$ cat src/rtl/ldu_pkg.sv
package ldu_pkg;

   localparam int SEL_W = 2;

   typedef enum logic [SEL_W-1:0] {
      FWD_RF    = 2'b00,
      FWD_EXMEM = 2'b01,
      FWD_MEMWB = 2'b10
   } fwd_sel_e;

endpackage

$ cat src/rtl/ldu_tag_pipe.sv
module ldu_tag_pipe #(
   parameter int NSRC = 2,
   parameter int AW   = 5
) (
   input  logic               clk,
   input  logic               rst_n,
   input  logic               flush_ex,
   input  logic [NSRC*AW-1:0] id_src_idx,
   input  logic [NSRC-1:0]    id_src_used,
   input  logic [AW-1:0]      id_dst,
   input  logic               id_dst_wen,
   input  logic               id_is_load,
   output logic [NSRC*AW-1:0] ex_src_idx,
   output logic [NSRC-1:0]    ex_src_used,
   output logic [AW-1:0]      ex_dst,
   output logic               ex_wen,
   output logic               ex_load,
   output logic [AW-1:0]      mem_dst,
   output logic               mem_wen,
   output logic [AW-1:0]      wb_dst,
   output logic               wb_wen
);

   always_ff @(posedge clk or negedge rst_n) begin
      if (!rst_n) begin
         ex_src_idx  <= '0;
         ex_src_used <= '0;
         ex_dst      <= '0;
         ex_wen      <= 1'b0;
         ex_load     <= 1'b0;
         mem_dst     <= '0;
         mem_wen     <= 1'b0;
         wb_dst      <= '0;
         wb_wen      <= 1'b0;
      end else begin
         if (flush_ex) begin
            ex_src_idx  <= '0;
            ex_src_used <= '0;
            ex_dst      <= '0;
            ex_wen      <= 1'b0;
            ex_load     <= 1'b0;
         end else begin
            ex_src_idx  <= id_src_idx;
            ex_src_used <= id_src_used;
            ex_dst      <= id_dst;
            ex_wen      <= id_dst_wen;
            ex_load     <= id_is_load;
         end
         mem_dst <= ex_dst;
         mem_wen <= ex_wen;
         wb_dst  <= mem_dst;
         wb_wen  <= mem_wen;
      end
   end

endmodule

$ cat src/rtl/ldu_hazard_detect.sv
module ldu_hazard_detect #(
   parameter int NSRC     = 2,
   parameter int AW       = 5,
   parameter bit ZERO_REG = 1'b1
) (
   input  logic               ex_load,
   input  logic               ex_wen,
   input  logic [AW-1:0]      ex_dst,
   input  logic [NSRC*AW-1:0] id_src_idx,
   input  logic [NSRC-1:0]    id_src_used,
   output logic               hazard
);

   logic            dst_real;
   logic [NSRC-1:0] hit;

   generate
      if (ZERO_REG) begin : g_zero_hard
         assign dst_real = |ex_dst;
      end else begin : g_zero_soft
         assign dst_real = 1'b1;
      end

      for (genvar k = 0; k < NSRC; k++) begin : g_src
         assign hit[k] = id_src_used[k] && (id_src_idx[k*AW +: AW] == ex_dst);
      end
   endgenerate

   assign hazard = ex_load && ex_wen && dst_real && (|hit);

endmodule

$ cat src/rtl/ldu_fwd_select.sv
module ldu_fwd_select #(
   parameter int AW       = 5,
   parameter bit ZERO_REG = 1'b1
) (
   input  logic              [AW-1:0] src,
   input  logic                       used,
   input  logic              [AW-1:0] mem_dst,
   input  logic                       mem_wen,
   input  logic              [AW-1:0] wb_dst,
   input  logic                       wb_wen,
   output ldu_pkg::fwd_sel_e          sel
);

   logic src_real;

   generate
      if (ZERO_REG) begin : g_zero_hard
         assign src_real = |src;
      end else begin : g_zero_soft
         assign src_real = 1'b1;
      end
   endgenerate

   always_comb begin
      sel = ldu_pkg::FWD_RF;
      if (used && src_real) begin
         if (mem_wen && (mem_dst == src)) begin
            sel = ldu_pkg::FWD_EXMEM;
         end else if (wb_wen && (wb_dst == src)) begin
            sel = ldu_pkg::FWD_MEMWB;
         end
      end
   end

endmodule

$ cat src/rtl/ldu_interlock.sv
module ldu_interlock #(
   parameter int NREG     = 32,
   parameter int NSRC     = 2,
   parameter bit ZERO_REG = 1'b1,
   localparam int AW      = $clog2(NREG)
) (
   input  logic               clk,
   input  logic               rst_n,
   input  logic [NSRC*AW-1:0] id_src_idx,
   input  logic [NSRC-1:0]    id_src_used,
   input  logic [AW-1:0]      id_dst,
   input  logic               id_dst_wen,
   input  logic               id_is_load,
   output logic               stall_fetch,
   output logic               stall_decode,
   output logic               bubble_exec,
   output logic [2*NSRC-1:0]  fwd_sel
);

   generate
      if (NREG < 2 || (1 << AW) != NREG) begin : g_bad_nreg
         $error("ldu_interlock: NREG must be a power of two of at least 2");
      end
      if (NSRC < 1 || NSRC > 4) begin : g_bad_nsrc
         $error("ldu_interlock: NSRC must lie between 1 and 4");
      end
   endgenerate

   logic [NSRC*AW-1:0] ex_src_idx;
   logic [NSRC-1:0]    ex_src_used;
   logic [AW-1:0]      ex_dst;
   logic               ex_wen;
   logic               ex_load;
   logic [AW-1:0]      mem_dst;
   logic               mem_wen;
   logic [AW-1:0]      wb_dst;
   logic               wb_wen;
   logic               hazard;

   ldu_tag_pipe #(.NSRC(NSRC), .AW(AW)) u_tags (
      .clk         (clk),
      .rst_n       (rst_n),
      .flush_ex    (hazard),
      .id_src_idx  (id_src_idx),
      .id_src_used (id_src_used),
      .id_dst      (id_dst),
      .id_dst_wen  (id_dst_wen),
      .id_is_load  (id_is_load),
      .ex_src_idx  (ex_src_idx),
      .ex_src_used (ex_src_used),
      .ex_dst      (ex_dst),
      .ex_wen      (ex_wen),
      .ex_load     (ex_load),
      .mem_dst     (mem_dst),
      .mem_wen     (mem_wen),
      .wb_dst      (wb_dst),
      .wb_wen      (wb_wen)
   );

   ldu_hazard_detect #(.NSRC(NSRC), .AW(AW), .ZERO_REG(ZERO_REG)) u_detect (
      .ex_load     (ex_load),
      .ex_wen      (ex_wen),
      .ex_dst      (ex_dst),
      .id_src_idx  (id_src_idx),
      .id_src_used (id_src_used),
      .hazard      (hazard)
   );

   generate
      for (genvar k = 0; k < NSRC; k++) begin : g_byp
         ldu_pkg::fwd_sel_e sel_k;
         ldu_fwd_select #(.AW(AW), .ZERO_REG(ZERO_REG)) u_sel (
            .src     (ex_src_idx[k*AW +: AW]),
            .used    (ex_src_used[k]),
            .mem_dst (mem_dst),
            .mem_wen (mem_wen),
            .wb_dst  (wb_dst),
            .wb_wen  (wb_wen),
            .sel     (sel_k)
         );
         assign fwd_sel[2*k +: 2] = sel_k;
      end
   endgenerate

   assign stall_fetch  = hazard;
   assign stall_decode = hazard;
   assign bubble_exec  = hazard;

endmodule

$ cat config.mk
export PLATFORM = sky130hd
export DESIGN_NAME = ldu_interlock
export DESIGN_NICKNAME = d
export VERILOG_FILES = /design/src/rtl/ldu_pkg.sv /design/src/rtl/ldu_tag_pipe.sv /design/src/rtl/ldu_hazard_detect.sv /design/src/rtl/ldu_fwd_select.sv /design/src/rtl/ldu_interlock.sv
export SDC_FILE = /design/constraint.sdc
export NUM_CORES = 1
export LEC_CHECK = 0
export BUFFER_PORTS_ARGS = -buffer_cell sky130_fd_sc_hd__buf_2
export CORE_MARGIN = 5
export CORE_UTILIZATION = 58
export DETAILED_ROUTE_END_ITERATION = 7
export PLACE_DENSITY_LB_ADDON = 0.15
export SLEW_MARGIN = 20
export SYNTH_ARGS = -nofsm -noshare
export SYNTH_HDL_FRONTEND = slang
export SYNTH_SLANG_ARGS = --single-unit
$ cat constraint.sdc
create_clock -name clk -period 4.9 [get_ports clk]
set_clock_uncertainty 0.15 [all_clocks]
set_input_delay 0.245 -clock clk [delete_from_list [all_inputs] [get_ports clk]]
set_output_delay 0.245 -clock clk [all_outputs]
set_load 0.05 [all_outputs]
After elaboration in Yosys (flattened, before gate mapping)
Index checks and enable logic that the tools add are counted.
Widths: inputs -> output; s select.
- bits of input ports: 21
- bits in registers: 31
- mux-type cells: 11
- equality and inequality tests: 6
- reduce and logical (&&, ||, !) cells: 15
- operators with widths (operator ; number):
    $eq 5x5->1 ; 6
    $reduce_or 5->1 ; 3
    $mux 2 ; 7
    $logic_and 1x1->1 ; 11
    $mux 10 ; 1
    $mux 5 ; 1
    $mux 1 ; 2
    $reduce_or 2->1 ; 1

Longest topological paths before layout
Gate-level depths: netlist of run 1.
- depth in word-level cells: 5
- gate-level depth with buffers: 6
- mapped depth without buffers: 4

Modules after synthesis
From an unflattened synthesis of run 1, not the netlist that was laid out.
- cell total of the unflattened synthesis: 106
- area, all modules: 1355.0 um2
- by module, submodules not included (module ; cells an instance ; seq. area each (um2) ; times used ; area each (um2)):
    ldu_tag_pipe ; 51 ; 775.7 ; 1 ; 912.1
    ldu_fwd_select ; 18 ; 0.0 ; 2 ; 146.4
    ldu_hazard_detect ; 17 ; 0.0 ; 1 ; 135.1
    ldu_interlock ; 2 ; 0.0 ; 1 ; 15.0

Worst setup path before layout of run 1
Ideal clock, no wire load.
- kind: register -> output
- start: register u_tags.ex_src_idx[5]
- end: output port fwd_sel[3]
- path slack: 2.447 ns
- arrival: 2.058 ns
- cell stages (with the launch flop): 5
- path buffers: 0
- path through: dfrtp_1 > xor2_1 > nor4_1 > nand3_1 > nor3b_1
- cells in the longest elaborated chain, start to end: 5
- RTL lines (what ; RTL line ; RTL):
    start: declaration ; ldu_tag_pipe.sv:13 ; output logic [NSRC*AW-1:0] ex_src_idx,
    start signal: assignment ; ldu_tag_pipe.sv:43 ; ex_src_idx <= id_src_idx;
    $eq 5x5->1 ; ldu_fwd_select.sv:29 ; end else if (wb_wen && (wb_dst == src)) begin
    $logic_and 1x1->1 ; ldu_fwd_select.sv:29 ;
    $mux 2 ; ldu_fwd_select.sv:29 ;
    $mux 2 ; ldu_fwd_select.sv:27 ; if (mem_wen && (mem_dst == src)) begin
    $mux 2 (*) ; ldu_fwd_select.sv:26 ; if (used && src_real) begin
    end: declaration ; ldu_interlock.sv:17 ; output logic [2*NSRC-1:0] fwd_sel
Every way passes the cells marked *; elsewhere a longest branch is shown, timed or not.

Final worst setup path of run 1
- start: register u_tags.ex_dst[1]
- end: output port bubble_exec
- cells in the longest elaborated chain, start to end: 4
- RTL lines (what ; RTL line ; RTL):
    start: declaration ; ldu_tag_pipe.sv:15 ; output logic [AW-1:0] ex_dst,
    start signal: assignment ; ldu_tag_pipe.sv:45 ; ex_dst <= id_dst;
    $eq 5x5->1 ; ldu_hazard_detect.sv:25 ; assign hit[k] = id_src_used[k] && (id_src_idx[k*AW +: AW] == ex_dst);
    $logic_and 1x1->1 ; ldu_hazard_detect.sv:25 ;
    $reduce_or 2->1 ; ldu_hazard_detect.sv:29 ; assign hazard = ex_load && ex_wen && dst_real && (|hit);
    $logic_and 1x1->1 (*) ; ldu_hazard_detect.sv:29 ;
    end: declaration ; ldu_interlock.sv:16 ; output logic bubble_exec,
Marked as above.

==> results of run 1 <==
worst reg2reg max path, stage by stage (launching register included):
cell,delay (ns)
dfrtp_1,0.43
or3_1,0.39
o311a_2,0.58
a21boi_2,0.24
report_power, final:
group | switching, uW | leakage [uW] | internal [uW] | total (uW)
Sequential | 15.1 | 0.000362 | 270 | 285
Combinational | 31.2 | 0.000344 | 33.5 | 64.7
Clock | 79.4 | 0.0000341 | 66.3 | 146
final timing paths:
kind | start | end | slack (ns) | cells after the start
worst max-delay path | u_tags.ex_dst[1]$_DFF_PN0_ | bubble_exec | 2.31 | 4
worst min-delay path | id_dst_wen | u_tags.ex_wen$_DFF_PN0_ | 0.02 | 2
worst max register to register | u_tags.ex_dst[1]$_DFF_PN0_ | u_tags.ex_src_idx[0]$_DFF_PN0_ | 3.03 | 3
worst min register to register | u_tags.ex_wen$_DFF_PN0_ | u_tags.mem_wen$_DFF_PN0_ | 0.25 | 0
max in group asynchronous | rst_n | u_tags.ex_src_used[0]$_DFF_PN0_ | 3.85 | 2
min in group asynchronous | rst_n | u_tags.ex_src_idx[6]$_DFF_PN0_ | 0.33 | 2
cell families (layout without fill, tap and decap cells):
family	after synthesis	count (layout)
flops	31	31
buf+inv	6	41
xor+xnor	30	30
compound gates	23	23
simple gates	20	20
per-layer routing:
| layer | part of all wire [%] | GRT usage, % | routed length, um |
|---|---|---|---|
| met1 | 38 | 21.0 | 1020 |
| met2 | 53 | 31.8 | 1440 |
| met3 | 6.1 | 6.91 | 164 |
| met4 | 2.5 | 8.54 | 68 |
| met5 | 0 | 0 | 0 |
final cells by class:
class / count / share of cell area, %
Clock buffer: 6 / 3.02
Timing Repair Buffer: 34 / 11.9
Clock inverter: 1 / 0.294
Multi-Input combinational cell: 73 / 36.9
Tap cell: 30 / 2.21
Sequential cell: 31 / 45.6
through the flow:
stage / hold slack (ns) / total power, uW / std cells / setup WS (ns) / area, um^2
finish: 0.0179 / 495 / 175 / 2.31 / 1700
CTS: 0.0101 / 501 / 174 / 2.12 / 1690
floorplan: -0.201 / 329 / 110 / 2.45 / 1440
global route: 0.0125 / 524 / 175 / 2.23 / 1700
detailed placement: 0.158 / 352 / 162 / 2.48 / 1580
global placement: 0.152 / 350 / 162 / 2.52 / 1580
flip-flops by register name, summed over array words and instances, names as in the netlist:
signal              flops
u_tags.ex_dst           5
u_tags.ex_load          1
u_tags.ex_src_idx      10
u_tags.ex_src_used      2
u_tags.ex_wen           1
u_tags.mem_dst          5
u_tags.mem_wen          1
u_tags.wb_dst           5
u_tags.wb_wen           1
synthesized netlist by cell type:
cell type   n  area (um^2)
dfrtp_1    31          776
a21boi_2   19          214
xor2_1     16          140
xnor2_1    14          123
nand3_1     4         20.0
nor4_1      4         25.0
buf_2       2         10.0
buf_4       2         15.0
buf_6       2         22.5
nand2_1     2         7.51
nand4_1     2         12.5
nor2_1      2         7.51
nor3b_1     2         15.0
o21ai_0     2         10.0
or4_1       2         15.0
and2_4      1         8.76
o22ai_1     1         6.26
o311a_1     1         10.0
or3_1       1         6.26
what timing repair did:
action / in CTS / in global routing
hold endpoints to repair: 35 / 1
endpoints found under the setup margin: 0 / 0
gates resized for setup: 0 / 0
hold buffers: 5 / 1
==> flow_summary.toml, run 1 <==
[setup_path]
end_kind = "primary output"
required_ns = 4.51
crit_fanout = 20
crit_buf_inv = 1
slowest_delay_ns = 0.58
crit_slowest_cell = "o311a_2"
worstPathArrival_ns = 2.20
startpoint_type = "flip-flop"
critPathKind = "reg2out"
crit_chain = "or3_1 -> o311a_2 -> and2_4 -> buf_2"
crit_family = "simple AND/OR/NAND/NOR gates"

[cells_and_area]
layout_common_cells = "dfrtp_1, buf_2, a21boi_2"
nets = 166
area_delta_synth_final_pct = 17.8
multiInputGateArea_um2 = 628
fillers = 173
final_common_cell = "dfrtp_1"
antenna_cells = 0
seqCellArea_um2 = 776
drive_above_1_share_pct = 39.3
fin_util_pct = 69.9

[detailed_routing]
ant_nets = 0
firstDrtPassIters = 4
vias = 929
drt_first_iter_violations = 11
via_per_inst = 5.31
drc = 0
totalWireLength_um = 2700
wl_per_cell_um = 15.4

[global_route]
grt-ovfl-total = 0
grt_pass1_wl_um = 4730
grt_usage_pct = 18.8
grt_pass1_vias = 1034
antenna_found_initial = 0
grt_max_degree = 32

[clock_tree]
post_cts_buffers = 0
cts_buffers = 5
clockBufferDepth = 2
clkLatencyLatePin_ns = 0.32
htree_levels = 2
clkTransAtPathRegs_ns = 0.09
cts_tree = "yes"
cts_root_buf = "clkbuf_4"
cts.sinks = 31

[timing]
rsz0062_at_grt = "no"
setup_tns_ns = 0
post-route-period-util_pct = 52.9
slew_viol_final = 0
maxSlewHeadroom_pct = 56.9
hold_viol_final = 0
setup_viol_count_final = 0
min_period_ns = 2.59
worst_pin_slew_ns = 0.647
fmax_mhz = 386

[floorplanning]
die_h_um = 59.9
initial_core_util_pct = 59.4
die-area_mm2 = 0.00359
core-area_mm2 = 0.00243
die_width_um = 59.9
num_rows = 18
pin_count = 28

[yosys]
synth.mux.area_fraction_pct = 0
synth_top_family_by_area = "XOR/XNOR gates"
synthAdderAreaFrac_pct = 0
yosys.area_share.simple_pct = 8.15
synth.net_count = 131
syn_area_per_cell_um2 = 13.1
synth-compound-area-share_pct = 16.6
synth_cell_types = 19
ys_seq_area_share_pct = 53.7
synth-xor-area-share_pct = 18.2
ys_warn_count = 0
synth_seq_cells = 31
syn_area_mm2 = 0.00144
synthCells = 110

[power_and_ir_drop]
ir_drop_mv = 0.242
p_per_area_mw_per_mm2 = 291
p_leak_uw = 0.000740

[worst_hold_path]
hold_class = "in2reg"

[status]
outcome = "finished clean"

[placement]
hpwlAfterDp_um = 2070
port_buffers = 27
gp_congestion = 0.785

[job]
max_cap_violations = 0
Power figures use the tool's default switching activity.
==> run 2, diff against run 1 <==
Settings changed: ABC_AREA from default to 1, CORE_ASPECT_RATIO from default to 0.5, CORE_UTILIZATION 58 to 49.
Clock period 4.9 ns to 2.26 ns, I/O delays scaled along.
==> run 2 against run 1 <==
  * Via count increased by 47%
  * Critical path depth rose by 5
  * Utilization is 4.0 points lower
  * Total power up 150%
  * Sequential cell count is the same
  * Global-route usage decreased by 1.2 points
  * Wire length increased by 28%
  * Die area grew 26%
  * Combinational power grew to 2.9 times the previous value
  * Cell count up 63%
  * Register-to-register slack worse by 2.3 ns
  * Count of clock-buffer cells in the layout unchanged
  * Critical path type is now in2out
  * Highest routed layer unchanged
==> flow_summary.toml, run 2 <==
[setup_path]
reg2reg_from = "u_tags.ex_dst[0]$_DFF_PN0_"
startpoint = "id_src_idx[3]"
critPathKind = "in2out"
timing.rr.end = "u_tags.ex_src_used[1]$_DFF_PN0_"
worstPathArrival_ns = 1.70
cp-endpoint = "bubble_exec"
reg2reg_depth = 7
end_kind = "primary output"
startpoint_type = "input pin"
required_ns = 2.00
crit_fanout = 3
reg2reg_slack_ns = 0.78

[detailed_routing]
wl_met2_um = 1580
via_per_inst = 4.78
dr_wl_met3_um = 180
top_layer = "met4"
ant_nets = 0
wl_per_cell_um = 12.1
totalWireLength_um = 3450
drc = 0
drt_first_iter_violations = 35
firstDrtPassIters = 5
wl_met1_um = 1630
vias = 1361

[timing]
layout_setup_ws_ns = 0.294
rsz0062_at_grt = "no"
worst_pin_slew_ns = 0.654
maxSlewHeadroom_pct = 56.4
setup_viol_count_final = 0
fmax_mhz = 509
hold_viol_final = 0
setup_tns_ns = 0
min_period_ns = 1.97
post-route-period-util_pct = 87.0
slew_viol_final = 0

[cells_and_area]
area_delta_synth_final_pct = 27.3
fin_util_pct = 65.9
regMostFlops = "u_tags.ex_src_idx"
fillers = 262
antenna_cells = 0
drive_above_1_share_pct = 23.3
seqCellArea_um2 = 776
multiInputGateArea_um2 = 613
largest_register_ffs = 10
final_common_cell = "nand2_1"
nets = 266
layout_common_cells = "nand2_1, inv_1, dfrtp_1"

[yosys]
synth.area.top_cells = "dfrtp_1, nand2_1, inv_1"
synth_cell_types = 20
syn_area_mm2 = 0.00158
ys_seq_area_share_pct = 49.2
synth.most_common_cell = "nand2_1"
synth_top_area_cell = "dfrtp_1"
ys_warn_count = 0
synthCells = 195
syn_area_per_cell_um2 = 8.09
synth.net_count = 216
synth_top_cells_by_count = "nand2_1, inv_1, dfrtp_1"
synth_seq_cells = 31
synth_edf_count = 0
synth_ff_type = "dfrtp_1"
async_reset_ff_share_pct = 100
yosysTopAreaCellShare_pct = 49.2

[floorplanning]
die_h_um = 50.1
core-area_mm2 = 0.00305
initial_core_util_pct = 51.8
die_width_um = 90.3
pin_count = 28
num_rows = 14
die-area_mm2 = 0.00452

[global_route]
antenna_found_initial = 0
grt-ovfl-total = 0
grt_pass1_wl_um = 6200
grt_usage_pct = 17.7
grt_pass1_vias = 1329
grt_max_degree = 32

[power_and_ir_drop]
ir_drop_mv = 0.419
p_per_area_mw_per_mm2 = 614
finalPower_uw = 1230
p_leak_uw = 0.00107

[placement]
port_buffers = 27
post-place-ws_ns = 0.660
gp_congestion = 0.911
hpwlAfterDp_um = 2480

[clock_tree]
cts_tree = "yes"
htree_levels = 2
cts.sinks = 31
clockBufferDepth = 2
cts_root_buf = "clkbuf_8"
clkTransAtPathRegs_ns = 0.06
cts_buffers = 5
clkLatencyLatePin_ns = 0.28

[status]
outcome = "finished clean"

[worst_hold_path]
hold_class = "reg2reg"

[job]
max_cap_violations = 0
==> run 2: changes by cell type after synthesis, sizes merged, moves of 4 or more <==
cell and delta:
nor3 +4, a21boi -18, nor2 +17, inv +39
nor4 -4, o21ai +6, nand3 +4, xnor2 -14
nand2 +46, a21oi +24, xor2 -12
==> run 2: kinds of logic (layout without fill, tap and decap cells) <==
kind of cell | count (synthesis) | count (layout) | synth area share (%)
AOI/OAI and AO/OA | 36 | 36 | 14.2
xor gates and xnor gates | 4 | 4 | 2.22
buffers and inverters | 43 | 93 | 12.0
DFF | 31 | 31 | 49.2
and+or+nand+nor | 81 | 81 | 22.4
==> run 2: how the worst min path moves through the flow <==
| stage | end | cells past startpoint | start | slack [ns] |
|---|---|---|---|---|
| after floorplan | u_tags.ex_dst[0]$_DFF_PN0_ | 0 | rst_n | -0.33 |
| after global placement | u_tags.ex_dst[4]$_DFF_PN0_ | 1 | rst_n | 0.02 |
| after detailed placement | u_tags.ex_dst[4]$_DFF_PN0_ | 1 | rst_n | 0.03 |
| after CTS | u_tags.mem_wen$_DFF_PN0_ | 0 | u_tags.ex_wen$_DFF_PN0_ | 0.24 |
| after global routing | u_tags.mem_wen$_DFF_PN0_ | 0 | u_tags.ex_wen$_DFF_PN0_ | 0.26 |
| final | u_tags.mem_wen$_DFF_PN0_ | 0 | u_tags.ex_wen$_DFF_PN0_ | 0.24 |
==> run 2: final cells by class <==
class | instances | area share (%)
clock inverters | 1 | 0.249
flip-flops and latches | 31 | 38.6
repair buffers | 47 | 16.7
clock buffers | 6 | 4.11
well taps | 40 | 2.49
inverters | 39 | 7.29
multi-input cells | 121 | 30.5
==> run 2: metal layers <==
metal,track usage (%),vias to the layer above
met4,9.65,0
met1,22.4,619
met3,4.86,6
met2,27.7,38
met5,0,-
li1,-,698
==> run 2: what timing repair did <==
item	in CTS	in global routing
hold buffers	20	0
hold endpoints to repair	50	0
resized for setup	0	0
setup buffers	0	0
endpoints found under the setup margin	0	0
==> run 2: stage by stage <==
| stage | cell area [um^2] | hold WS [ns] | instances |
|---|---|---|---|
| 6_report | 2010 | 0.242 | 285 |
| 5_1_grt | 2010 | 0.263 | 285 |
| 4_1_cts | 2010 | 0.236 | 285 |
| 3_5_place_dp | 1720 | 0.0267 | 258 |
| 3_3_place_gp | 1720 | 0.0229 | 258 |
| 2_1_floorplan | 1580 | -0.333 | 195 |
==> run 2: power by group <==
group	leakage (uW)	internal [uW]	total, uW	switching [uW]
clock	0.0000470	238	432	194
combinational	0.000660	78.8	186	107
sequential	0.000362	587	615	27.9
==> run 2: critical path, stage by stage <==
cell,delay (ns)
dlygate4sd3_1,0.53
buf_2,0.11
inv_1,0.06
nand2_1,0.05
nand2_1,0.04
nor2_1,0.13
nand3_2,0.12
a21oi_1,0.22
buf_2,0.31
